<file path="src/rtl/sri_pkg.sv">
package sri_pkg;
  localparam int REG_W     = 9;
  localparam int ADDR_W    = 3;
  localparam int NUM_REGS  = 2 ** ADDR_W;
  localparam int GAIN_W    = 6;
  localparam int NUM_COL   = 3;
  localparam int FRAME_LEN = 1 + ADDR_W + REG_W;

  localparam int A_CFG   = 0;
  localparam int A_MUX   = 1;
  localparam int A_GAIN0 = 2;
  localparam int A_OFS0  = 5;

  localparam int CFG_CLAMP = 6;
  localparam int CFG_3CH   = 5;
  localparam int CFG_CDS   = 4;
  localparam int CFG_PD    = 2;
  localparam int CFG_RANGE = 1;
  localparam int CFG_BYTE  = 0;
  localparam int MUX_ORDER = 7;
  localparam int MUX_SEL_H = 6;
  localparam int CLAMP_W   = 4;

  function automatic logic [REG_W-1:0] reset_value(input int idx);
    case (idx)
      A_CFG:   return 9'h070;
      A_MUX:   return 9'h0CF;
      default: return '0;
    endcase
  endfunction
endpackage

</file>
<file path="src/rtl/sri_sync.sv">
module sri_sync #(
  parameter int            W      = 3,
  parameter int            STAGES = 2,
  parameter logic [W-1:0]  RST_VAL = '0
) (
  input  logic         clk_i,
  input  logic         rst_ni,
  input  logic [W-1:0] d_i,
  output logic [W-1:0] q_o
);
  logic [STAGES-1:0][W-1:0] pipe_q;

  always_ff @(posedge clk_i or negedge rst_ni) begin
    if (!rst_ni) begin
      for (int s = 0; s < STAGES; s++) pipe_q[s] <= RST_VAL;
    end else begin
      pipe_q[0] <= d_i;
      for (int s = 1; s < STAGES; s++) pipe_q[s] <= pipe_q[s-1];
    end
  end

  assign q_o = pipe_q[STAGES-1];
endmodule

</file>
<file path="src/rtl/sri_edge.sv">
module sri_edge #(
  parameter int           W       = 2,
  parameter logic [W-1:0] RST_VAL = '0
) (
  input  logic         clk_i,
  input  logic         rst_ni,
  input  logic [W-1:0] lvl_i,
  output logic [W-1:0] rise_o,
  output logic [W-1:0] fall_o
);
  logic [W-1:0] prev_q;

  always_ff @(posedge clk_i or negedge rst_ni) begin
    if (!rst_ni) prev_q <= RST_VAL;
    else         prev_q <= lvl_i;
  end

  assign rise_o = lvl_i & ~prev_q;
  assign fall_o = ~lvl_i & prev_q;
endmodule

</file>
<file path="src/rtl/sri_ctrl.sv">
module sri_ctrl #(
  parameter int REG_W  = sri_pkg::REG_W,
  parameter int ADDR_W = sri_pkg::ADDR_W,
  localparam int FRAME_LEN = 1 + ADDR_W + REG_W,
  localparam int HDR_LEN   = 1 + ADDR_W,
  localparam int CNT_W     = $clog2(FRAME_LEN + 2)
) (
  input  logic              clk_i,
  input  logic              rst_ni,
  input  logic              active_i,
  input  logic              sload_rise_i,
  input  logic              sload_fall_i,
  input  logic              sclk_rise_i,
  input  logic              sclk_fall_i,
  input  logic              sdata_i,
  input  logic [REG_W-1:0]  rd_data_i,
  output logic [ADDR_W-1:0] rd_addr_o,
  output logic              wr_en_o,
  output logic [ADDR_W-1:0] wr_addr_o,
  output logic [REG_W-1:0]  wr_data_o,
  output logic              sdata_o,
  output logic              sdata_oe_o,
  output logic [CNT_W-1:0]  bit_cnt_o
);
  localparam logic [CNT_W-1:0] CNT_FULL = CNT_W'(FRAME_LEN);
  localparam logic [CNT_W-1:0] CNT_MAX  = CNT_W'(FRAME_LEN + 1);
  localparam logic [CNT_W-1:0] CNT_HDR  = CNT_W'(HDR_LEN);

  logic [FRAME_LEN-1:0] shreg_q;
  logic [CNT_W-1:0]     cnt_q;
  logic [REG_W-1:0]     rd_sh_q;

  always_ff @(posedge clk_i or negedge rst_ni) begin
    if (!rst_ni) begin
      shreg_q    <= '0;
      cnt_q      <= '0;
      rd_sh_q    <= '0;
      wr_en_o    <= 1'b0;
      wr_addr_o  <= '0;
      wr_data_o  <= '0;
      sdata_o    <= 1'b0;
      sdata_oe_o <= 1'b0;
    end else begin
      wr_en_o <= 1'b0;
      if (sload_fall_i) begin
        shreg_q    <= '0;
        cnt_q      <= '0;
        sdata_oe_o <= 1'b0;
      end else if (sload_rise_i) begin
        sdata_oe_o <= 1'b0;
        sdata_o    <= 1'b0;
        // commit only complete write frames
        if (cnt_q == CNT_FULL && !shreg_q[FRAME_LEN-1]) wr_en_o <= 1'b1;
        wr_addr_o <= shreg_q[REG_W +: ADDR_W];
        wr_data_o <= shreg_q[REG_W-1:0];
      end else if (active_i) begin
        if (sclk_rise_i) begin
          shreg_q <= {shreg_q[FRAME_LEN-2:0], sdata_i};
          if (cnt_q != CNT_MAX) cnt_q <= cnt_q + 1'b1;
        end
        if (sclk_fall_i) begin
          if (cnt_q == CNT_HDR && shreg_q[HDR_LEN-1]) begin
            sdata_oe_o <= 1'b1;
            sdata_o    <= rd_data_i[REG_W-1];
            rd_sh_q    <= {rd_data_i[REG_W-2:0], 1'b0};
          end else if (sdata_oe_o) begin
            sdata_o <= rd_sh_q[REG_W-1];
            rd_sh_q <= {rd_sh_q[REG_W-2:0], 1'b0};
          end
        end
      end
    end
  end

  assign rd_addr_o = shreg_q[ADDR_W-1:0];
  assign bit_cnt_o = cnt_q;
endmodule

</file>
<file path="src/rtl/sri_regs.sv">
module sri_regs #(
  parameter int REG_W   = sri_pkg::REG_W,
  parameter int ADDR_W  = sri_pkg::ADDR_W,
  parameter int GAIN_W  = sri_pkg::GAIN_W,
  parameter int NUM_COL = sri_pkg::NUM_COL,
  localparam int NUM_REGS = 2 ** ADDR_W,
  localparam int CLAMP_W  = sri_pkg::CLAMP_W
) (
  input  logic                       clk_i,
  input  logic                       rst_ni,
  input  logic                       wr_en_i,
  input  logic [ADDR_W-1:0]          wr_addr_i,
  input  logic [REG_W-1:0]           wr_data_i,
  input  logic [ADDR_W-1:0]          rd_addr_i,
  output logic [REG_W-1:0]           rd_data_o,
  output logic [5:0]                 cfg_flags_o,
  output logic                       rgb_order_o,
  output logic [2:0]                 single_sel_o,
  output logic [CLAMP_W-1:0]         clamp_code_o,
  output logic [NUM_COL*GAIN_W-1:0]  gain_o,
  output logic [NUM_COL*REG_W-1:0]   offset_o
);
  import sri_pkg::*;

  logic [NUM_REGS-1:0][REG_W-1:0] mem;

  for (genvar g = 0; g < NUM_REGS; g++) begin : g_reg
    logic [REG_W-1:0] q;
    always_ff @(posedge clk_i or negedge rst_ni) begin
      if (!rst_ni)                                     q <= reset_value(g);
      else if (wr_en_i && wr_addr_i == ADDR_W'(g))     q <= wr_data_i;
    end
    assign mem[g] = q;
  end

  assign rd_data_o = mem[rd_addr_i];

  assign cfg_flags_o  = {mem[A_CFG][CFG_CLAMP], mem[A_CFG][CFG_3CH], mem[A_CFG][CFG_CDS],
                         mem[A_CFG][CFG_PD], mem[A_CFG][CFG_RANGE], mem[A_CFG][CFG_BYTE]};
  assign rgb_order_o  = mem[A_MUX][MUX_ORDER];
  assign single_sel_o = mem[A_MUX][MUX_SEL_H -: 3];
  assign clamp_code_o = mem[A_MUX][CLAMP_W-1:0];

  for (genvar c = 0; c < NUM_COL; c++) begin : g_col
    assign gain_o[c*GAIN_W +: GAIN_W] = mem[A_GAIN0 + c][GAIN_W-1:0];
    assign offset_o[c*REG_W +: REG_W] = mem[A_OFS0 + c];
  end
endmodule

</file>
<file path="src/rtl/ser_reg_if.sv">
module ser_reg_if #(
  parameter int REG_W       = sri_pkg::REG_W,
  parameter int ADDR_W      = sri_pkg::ADDR_W,
  parameter int GAIN_W      = sri_pkg::GAIN_W,
  parameter int NUM_COL     = sri_pkg::NUM_COL,
  parameter int SYNC_STAGES = 2,
  localparam int CLAMP_W    = sri_pkg::CLAMP_W,
  localparam int CNT_W      = $clog2(1 + ADDR_W + REG_W + 2)
) (
  input  logic                      clk_i,
  input  logic                      rst_ni,
  input  logic                      sclk_i,
  input  logic                      sload_ni,
  input  logic                      sdata_i,
  output logic                      sdata_o,
  output logic                      sdata_oe_o,
  output logic                      cfg_clamp_int_o,
  output logic                      cfg_three_ch_o,
  output logic                      cfg_cds_o,
  output logic                      cfg_pwr_dn_o,
  output logic                      cfg_range_2v_o,
  output logic                      cfg_byte_out_o,
  output logic                      mux_rgb_order_o,
  output logic [2:0]                mux_single_sel_o,
  output logic [CLAMP_W-1:0]        clamp_code_o,
  output logic [NUM_COL*GAIN_W-1:0] gain_o,
  output logic [NUM_COL*REG_W-1:0]  offset_o
);
  // bit 2: sclk, bit 1: sload, bit 0: sdata
  logic [2:0]        sync_lvl;
  logic [1:0]        rise, fall;
  logic              sload_lvl;
  logic              wr_en;
  logic [ADDR_W-1:0] wr_addr, rd_addr;
  logic [REG_W-1:0]  wr_data, rd_data;
  logic [CNT_W-1:0]  bit_cnt;
  logic [5:0]        cfg_flags;

  sri_sync #(.W(3), .STAGES(SYNC_STAGES), .RST_VAL(3'b010)) u_sync (
    .clk_i, .rst_ni,
    .d_i ({sclk_i, sload_ni, sdata_i}),
    .q_o (sync_lvl)
  );

  sri_edge #(.W(2), .RST_VAL(2'b01)) u_edge (
    .clk_i, .rst_ni,
    .lvl_i  (sync_lvl[2:1]),
    .rise_o (rise),
    .fall_o (fall)
  );

  assign sload_lvl = sync_lvl[1];

  sri_ctrl #(.REG_W(REG_W), .ADDR_W(ADDR_W)) u_ctrl (
    .clk_i, .rst_ni,
    .active_i     (!sload_lvl),
    .sload_rise_i (rise[0]),
    .sload_fall_i (fall[0]),
    .sclk_rise_i  (rise[1]),
    .sclk_fall_i  (fall[1]),
    .sdata_i      (sync_lvl[0]),
    .rd_data_i    (rd_data),
    .rd_addr_o    (rd_addr),
    .wr_en_o      (wr_en),
    .wr_addr_o    (wr_addr),
    .wr_data_o    (wr_data),
    .sdata_o      (sdata_o),
    .sdata_oe_o   (sdata_oe_o),
    .bit_cnt_o    (bit_cnt)
  );

  sri_regs #(.REG_W(REG_W), .ADDR_W(ADDR_W), .GAIN_W(GAIN_W), .NUM_COL(NUM_COL)) u_regs (
    .clk_i, .rst_ni,
    .wr_en_i      (wr_en),
    .wr_addr_i    (wr_addr),
    .wr_data_i    (wr_data),
    .rd_addr_i    (rd_addr),
    .rd_data_o    (rd_data),
    .cfg_flags_o  (cfg_flags),
    .rgb_order_o  (mux_rgb_order_o),
    .single_sel_o (mux_single_sel_o),
    .clamp_code_o (clamp_code_o),
    .gain_o       (gain_o),
    .offset_o     (offset_o)
  );

  assign {cfg_clamp_int_o, cfg_three_ch_o, cfg_cds_o,
          cfg_pwr_dn_o, cfg_range_2v_o, cfg_byte_out_o} = cfg_flags;
endmodule

</file>
<file path="config.mk">
export PLATFORM = sky130hd
export DESIGN_NAME = ser_reg_if
export DESIGN_NICKNAME = d
export VERILOG_FILES = /design/src/rtl/sri_pkg.sv /design/src/rtl/sri_sync.sv /design/src/rtl/sri_edge.sv /design/src/rtl/sri_ctrl.sv /design/src/rtl/sri_regs.sv /design/src/rtl/ser_reg_if.sv
export SDC_FILE = /design/constraint.sdc
export NUM_CORES = 1
export LEC_CHECK = 0
export ABC_AREA = 1
export BUFFER_PORTS_ARGS = -buffer_cell sky130_fd_sc_hd__buf_4
export CAP_MARGIN = 30
export CELL_PAD_IN_SITES_DETAIL_PLACEMENT = 1
export CELL_PAD_IN_SITES_GLOBAL_PLACEMENT = 1
export CORE_MARGIN = 5
export CORE_UTILIZATION = 29
export CTS_CLUSTER_DIAMETER = 60
export DETAILED_ROUTE_END_ITERATION = 8
export PLACE_DENSITY_LB_ADDON = 0.1
export SYNTH_ARGS = -nofsm -noshare
export SYNTH_HDL_FRONTEND = slang
export SYNTH_SLANG_ARGS = --single-unit
</file>
<file path="constraint.sdc">
create_clock -name clk_i -period 2 [get_ports clk_i]
set_input_delay 0.1 -clock clk_i [delete_from_list [all_inputs] [get_ports clk_i]]
set_output_delay 0.1 -clock clk_i [all_outputs]
set_load 0.01 [all_outputs]
</file>
Word level (Yosys, flattened, before mapping):

Index checks and enable logic that the tools add are counted.

* register bits after elaboration: 121
* output and inout bits: 61
* logic and storage cells: 93

* reduce and logical (&&, ||, !) cells: 25
* order comparisons: 1
* equality and inequality tests: 14
* $add $sub $neg: 1
* bitwise operators: 7
* muxes and demuxes: 26

Operators by type and width (number)
* 2-to-1 mux 13 bit: 4
* binary-select mux 9 bit (select 3 bit): 1
* 2-to-1 mux 9 bit: 3
* 2-to-1 mux 4 bit: 5
* 2-to-1 mux 1 bit: 13
* == test 3 bit (second input constant): 4
* logical AND 1 bit: 10
* nonzero test 3 bit: 3
* AND reduction 4 bit: 2
* nonzero test 2 bit: 4
* == test 3 x 2 -> 1 bit (second input constant): 2
* AND reduction 3 bit: 2
* AND reduction 5 bit: 1
* adder 4 x 1 -> 4 bit (second input constant): 1
* AND 2 bit: 2
* == test 4 x 3 -> 1 bit (second input constant): 1
* == test 4 bit (second input constant): 1
* < comparator 3 x 4 -> 1 bit (second input constant): 1
* inequality test 2 bit (second input constant): 2
* inequality test 4 bit (second input constant): 1
* NOT 2 bit: 2
* == test 3 x 1 -> 1 bit (second input constant): 1
* logical NOT 3 bit: 1
* inequality test 3 bit (second input constant): 1
* 4 further kinds: 6

Depth between registers and ports, before layout:

* depth after elaboration: 7
* gate-level depth with buffers: 10
* mapped depth without buffers: 9

Hierarchy:

From an unflattened synthesis, not the netlist that was laid out.

* cells, all modules: 756
* area total of the unflattened synthesis: 6065.8 sq um

By module, submodules not included
* sri_regs: instances 1, area each 3854.9 sq um, cells each 520
* sri_ctrl: instances 1, area each 1950.6 sq um, cells each 216
* sri_sync: instances 1, area each 175.2 sq um, cells each 9
* sri_edge: instances 1, area each 81.3 sq um, cells each 10
* ser_reg_if: instances 1, area each 3.8 sq um, cells each 1

Worst setup path before layout:

Ideal clock, no wire load.

* path type: reg2reg
* from: register u_sync.pipe_q (netlist bit u_sync.q_o[1])
* to: register u_ctrl.shreg_q[10]
* cell stages (with the launch flop): 11
* buffers on the path: 2
* data required time: 1.874 ns
* period minus slack after synthesis: 1.652 ns
* arrival time: 1.526 ns
* setup slack: 0.348 ns
* path through: dfstp_2 inv_1 ha_1 buf_4 inv_2 nand2_1 nand3_2 inv_2 buf_4 nand3_1 o21ai_0

* cells in the longest elaborated chain, start to end: 4
* elaborated cells between the ends (all ways): 8
* those cells by class: eq/ne (2); mux (1); bitwise (3); reduce/logical (2)

RTL lines
* from (decl): line sri_sync.sv:11 `logic [STAGES-1:0][W-1:0] pipe_q;`
* NOT 2 bit: line sri_edge.sv:19 `assign fall_o = ~lvl_i & prev_q;`
* AND 2 bit: line sri_edge.sv:19
* inequality test 2 bit (no line), or another cell as far along
* AND reduction 3 bit (no line)
* to (signal assigned): line sri_ctrl.sv:58 `shreg_q <= {shreg_q[FRAME_LEN-2:0], sdata_i};`
* to (decl): line sri_ctrl.sv:29 `logic [FRAME_LEN-1:0] shreg_q;`

Several ways; a longest one is shown, not always the timed one.
A chain may end at the register's enable or synchronous reset.

Worst setup path in the final report:

* from: register u_edge.prev_q[0]
* to: register u_ctrl.cnt_q[2] (netlist: u_ctrl.bit_cnt_o[2])

* cells in the longest elaborated chain, start to end: 4
* elaborated cells between the ends (all ways): 9
* those cells by class: eq/ne (2); mux (1); bitwise (3); reduce/logical (3)

RTL lines
* from (decl): line sri_edge.sv:11 `logic [W-1:0] prev_q;`
* from (signal assigned): line sri_edge.sv:15 `else prev_q <= lvl_i;`
* NOT 2 bit: line sri_edge.sv:18 `assign rise_o = lvl_i & ~prev_q;`
* AND 2 bit: line sri_edge.sv:18
* inequality test 2 x 1 -> 1 bit (no line)
* AND reduction 4 bit (no line)
* to (signal assigned): line sri_ctrl.sv:59 `if (cnt_q != CNT_MAX) cnt_q <= cnt_q + 1'b1;`
* to (decl): line sri_ctrl.sv:30 `logic [CNT_W-1:0] cnt_q;`

Several ways; a longest one is shown, not always the timed one.

==> summary.md <==
| Metric | Value |
|---|---|
| Reg2Reg Launch Point | `u_edge.prev_q[0]$_DFF_PN1_` |
| Sequential share of power | `39.1%` |
| FFs w/ async S/R, synth | `100.0%` |
| Startpoint Class | `flop` |
| Path depth of the worst reg2reg path | `7` |
| Synth Area in Compound Gates | `12.50%` |
| Antenna violations before repair | `0` |
| Peak supply drop | `0.6030 mV` |
| Post-DR vias/cell | `4.607` |
| Syn Nets | `682` |
| Num ports | `66` |
| Status | `completed` |
| Share of layout cells above drive strength 1 | `20.68%` |
| Mux share of post-synthesis cell area | `0%` |
| Dpl cell area | `6282 sq um` |
| Die Area | `22510 sq um` |
| Max Slew Vio Count | `0` |
| Fin crit period | `1.698 ns` |
| WL final | `17.45 mm` |
| Max_cap viols | `0` |
| Total Routing Usage GR | `16.20%` |
| Final setup violation count | `0` |
| Crit. Startpoint | `u_edge.prev_q[0]$_DFF_PN1_` |
| DP HPWL | `12.09 mm` |
| First-pass GRT wire length | `27.63 mm` |
| Switch Pwr | `2.019 mW` |
| XOR/XNOR share of the synthesized area | `0.1540%` |
| Synth top area share | `47.52%` |
| Final Hold Violating Endpoints | `0` |
| Final worst slack | `0.3023 ns` |
| Number of I/O port buffers | `65` |
| FP Rows | `51` |
| CP endpoint | `u_ctrl.bit_cnt_o[2]$_DFFE_PN0P_` |
| RSZ-0062 raised after global routing | `false` |
| Router iterations before antenna repair | `5` |
| Worst setup path class | `flop to flop` |
| CP Data Arrival Time | `2.04 ns` |
| Area delta synth->final | `21.89%` |
| Met1 GRT Util | `21.65%` |
| Sw Share | `28.89%` |
| PwrDens | `1008 nW/um^2` |
| Synth warnings | `0` |
| Via count | `4584` |
| Syn Std Cell Area | `5687 sq um` |
| Final worst clock skew | `0.007535 ns` |
| Die Y | `150.0 um` |
| Gr busiest metal | `met2` |
| Die W | `150.0 um` |
| Antenna viol nets, final | `0` |
| Sequential area share after synthesis | `53.07%` |
| Tot Pwr | `6.989 mW` |
| Most used DFF post-synth | `dfrtp_1` |
| Slew HR | `62.14%` |
| Initial Util | `29.32%` |
| EDFF count, synth | `0` |
| Min Hold Slack | `0.08111 ns` |
| Root Driver | `clkbuf_16` |
| DR iter-0 viols | `274` |
| Core Area | `19400 sq um` |
| Worst-path maximum fanout | `10` |
| Combinational power share | `15.8%` |
| CTS max path bufs | `2` |
| # H-tree levels | `4` |
| CP required | `2.34 ns` |
| CTS clk-pin slew, worst paths | `0.06 ns` |
| Top cell type by total area after synthesis | `dfrtp_1` |
| Post-Synth Adder-Cell Area | `1.760%` |
| Worst-skew pair later-pin latency | `0.41 ns` |
| Global-route track usage on met3 | `2.968%` |
| RePlAce Congestion | `0.7609` |
| DRC viols | `0` |
| Clock sink count | `120` |
| Internal power | `4.970 mW` |
| Yosys cell types | `32` |
| Final Cell Area | `6932 sq um` |
| Hold Path Class | `primary input to async pin` |
| Reg-to-reg setup timing slack | `0.30 ns` |
| CP endpoint kind | `flop` |
| Syn avg cell area | `8.500 sq um` |
| Leak pwr | `3.208 nW` |
| Met2 usage | `26.79%` |
| Average wire per standard cell | `17.54 um` |
| TritonCTS clock tree | `built` |
| Peak Freq | `0.5890 GHz` |
| Crit Reg-Reg Endpoint | `u_ctrl.bit_cnt_o[2]$_DFFE_PN0P_` |
| N_diodes | `0` |
| Pin count of the biggest net entering global routing | `57` |
| Final period util | `84.88%` |
| CTS Buf Count | `17` |
| Slew @ Worst Pin | `0.5665 ns` |
| Largest family of logic cells by synthesized area | `simple AND/OR/NAND/NOR gates` |
| Number of post-CTS setup repair buffers | `0` |
| Overflow after GRT | `0` |
| Total negative setup slack | `0 ns` |
| Post-synthesis sequential element count | `120` |
| Largest cells by area after synthesis | `dfrtp_1 (48%), nand2_1 (11%), o21ai_0 (6.9%)` |
| Clk pwr share | `45.1%` |
| Vias in the first global route | `4771` |
| Final Net Count | `730` |
| DP Worst Slack | `0.1717 ns` |
| Synthesized instance count | `669` |
| Post-synthesis simple-gate area fraction | `21.45%` |
## logic make-up after synthesis
group,Yosys count
and+or+nand+nor,281
AOI/OAI and AO/OA,132
buffers and inverters,127
DFF,120
adders and majority gates,8
xor gates and xnor gates,1
## routing by layer
layer  up-vias  part of all wire, %
met1      2300                   48
met3        10                  2.6
met5         -                    0
met2        66                   49
li1       2208                    -
met4         0                  1.0
## flip-flops by register name (all words and copies together) (netlist names)
signal and count:
u_ctrl.rd_sh_q 8, u_sync.pipe_q 3, u_regs.g.q 72, u_ctrl.bit_cnt_o 4, u_ctrl.wr_en_o 1, u_ctrl.sdata_o 1, u_ctrl.sdata_oe_o 1, u_ctrl.wr_data_o 9
u_sync.q_o 3, u_ctrl.shreg_q 13, u_edge.prev_q 2, u_ctrl.wr_addr_o 3
## power groups by stage
stage	sequential, mW	clock [mW]	combinational (mW)
after floorplan	2.74	0	0.707
after global placement	2.76	0	1.09
after detailed placement	2.77	0	1.11
after CTS	2.73	3.22	1.13
after global routing	2.75	3.34	1.25
final	2.73	3.15	1.11
## cells in the final DEF, fill, tap and decap left out, types with 5 or more instances in the layout
| master | instances |
|---|---|
| nor2_1 | 45 |
| buf_4 | 77 |
| o31ai_1 | 5 |
| dfrtp_1 | 107 |
| nand3_1 | 47 |
| nand2_2 | 8 |
| nand2_1 | 169 |
| o21ai_1 | 24 |
| inv_1 | 67 |
| o21ai_0 | 78 |
| inv_2 | 6 |
| a21oi_1 | 11 |
| ha_1 | 7 |
| o211ai_1 | 11 |
| dfstp_2 | 12 |
| clkbuf_16 | 17 |
## layout make-up
type	count	area (sq um)
Fill cell	2308	12470
Sequential cell	120	3019
Timing Repair Buffer	83	658.1
Clock buffer	20	456.7
Inverter	73	274.0
Clock inverter	12	150.1
Multi-Input combinational cell	422	2042
Tap cell	265	331.6
## worst min path at each step
stage,from,endpoint
6_report,rst_ni,u_regs.g_reg[3].q[1]$_DFFE_PN0P_
5_1_grt,rst_ni,u_regs.g_reg[2].q[5]$_DFFE_PN0P_
4_1_cts,rst_ni,u_regs.g_reg[3].q[1]$_DFFE_PN0P_
3_5_place_dp,rst_ni,u_regs.g_reg[3].q[1]$_DFFE_PN0P_
3_3_place_gp,rst_ni,u_regs.g_reg[3].q[1]$_DFFE_PN0P_
2_1_floorplan,rst_ni,u_ctrl.bit_cnt_o[0]$_DFFE_PN0P_
## critical path: stages (launching register included)
cell	delay [ns]
dfstp_2	0.54
ha_2	0.32
inv_2	0.09
nand2_1	0.08
nand3_2	0.12
nor2_2	0.26
a21oi_1	0.11
nor2_1	0.11
## stage by stage
stage,util [%],cells
4_1_cts,35.72,995
2_1_floorplan,-,669
3_5_place_dp,32.39,959
3_3_place_gp,32.39,959
5_1_grt,35.73,995
6_report,35.73,995
## what timing repair did
item | in CTS | in global routing
hold buffers | 4 | 0
setup endpoints to repair | 0 | 2
endpoints found under the hold margin | 96 | 0
resized for setup | 0 | 1
## cell usage after synthesis, types with 2 or more instances
library cell	count
o211ai_1	11
nand2_1	169
o31ai_1	5
ha_1	8
buf_6	3
clkbuf_1	8
inv_1	67
buf_2	10
dfstp_2	12
o21ai_1	24
buf_4	31
inv_2	6
nand3_1	47
nor2_2	4
nand3_2	2
dfrtp_1	108
nand2_2	8
nor2_1	45
a21oi_1	11
o21ai_0	78
No activity file was read; power rests on OpenSTA's default activity.
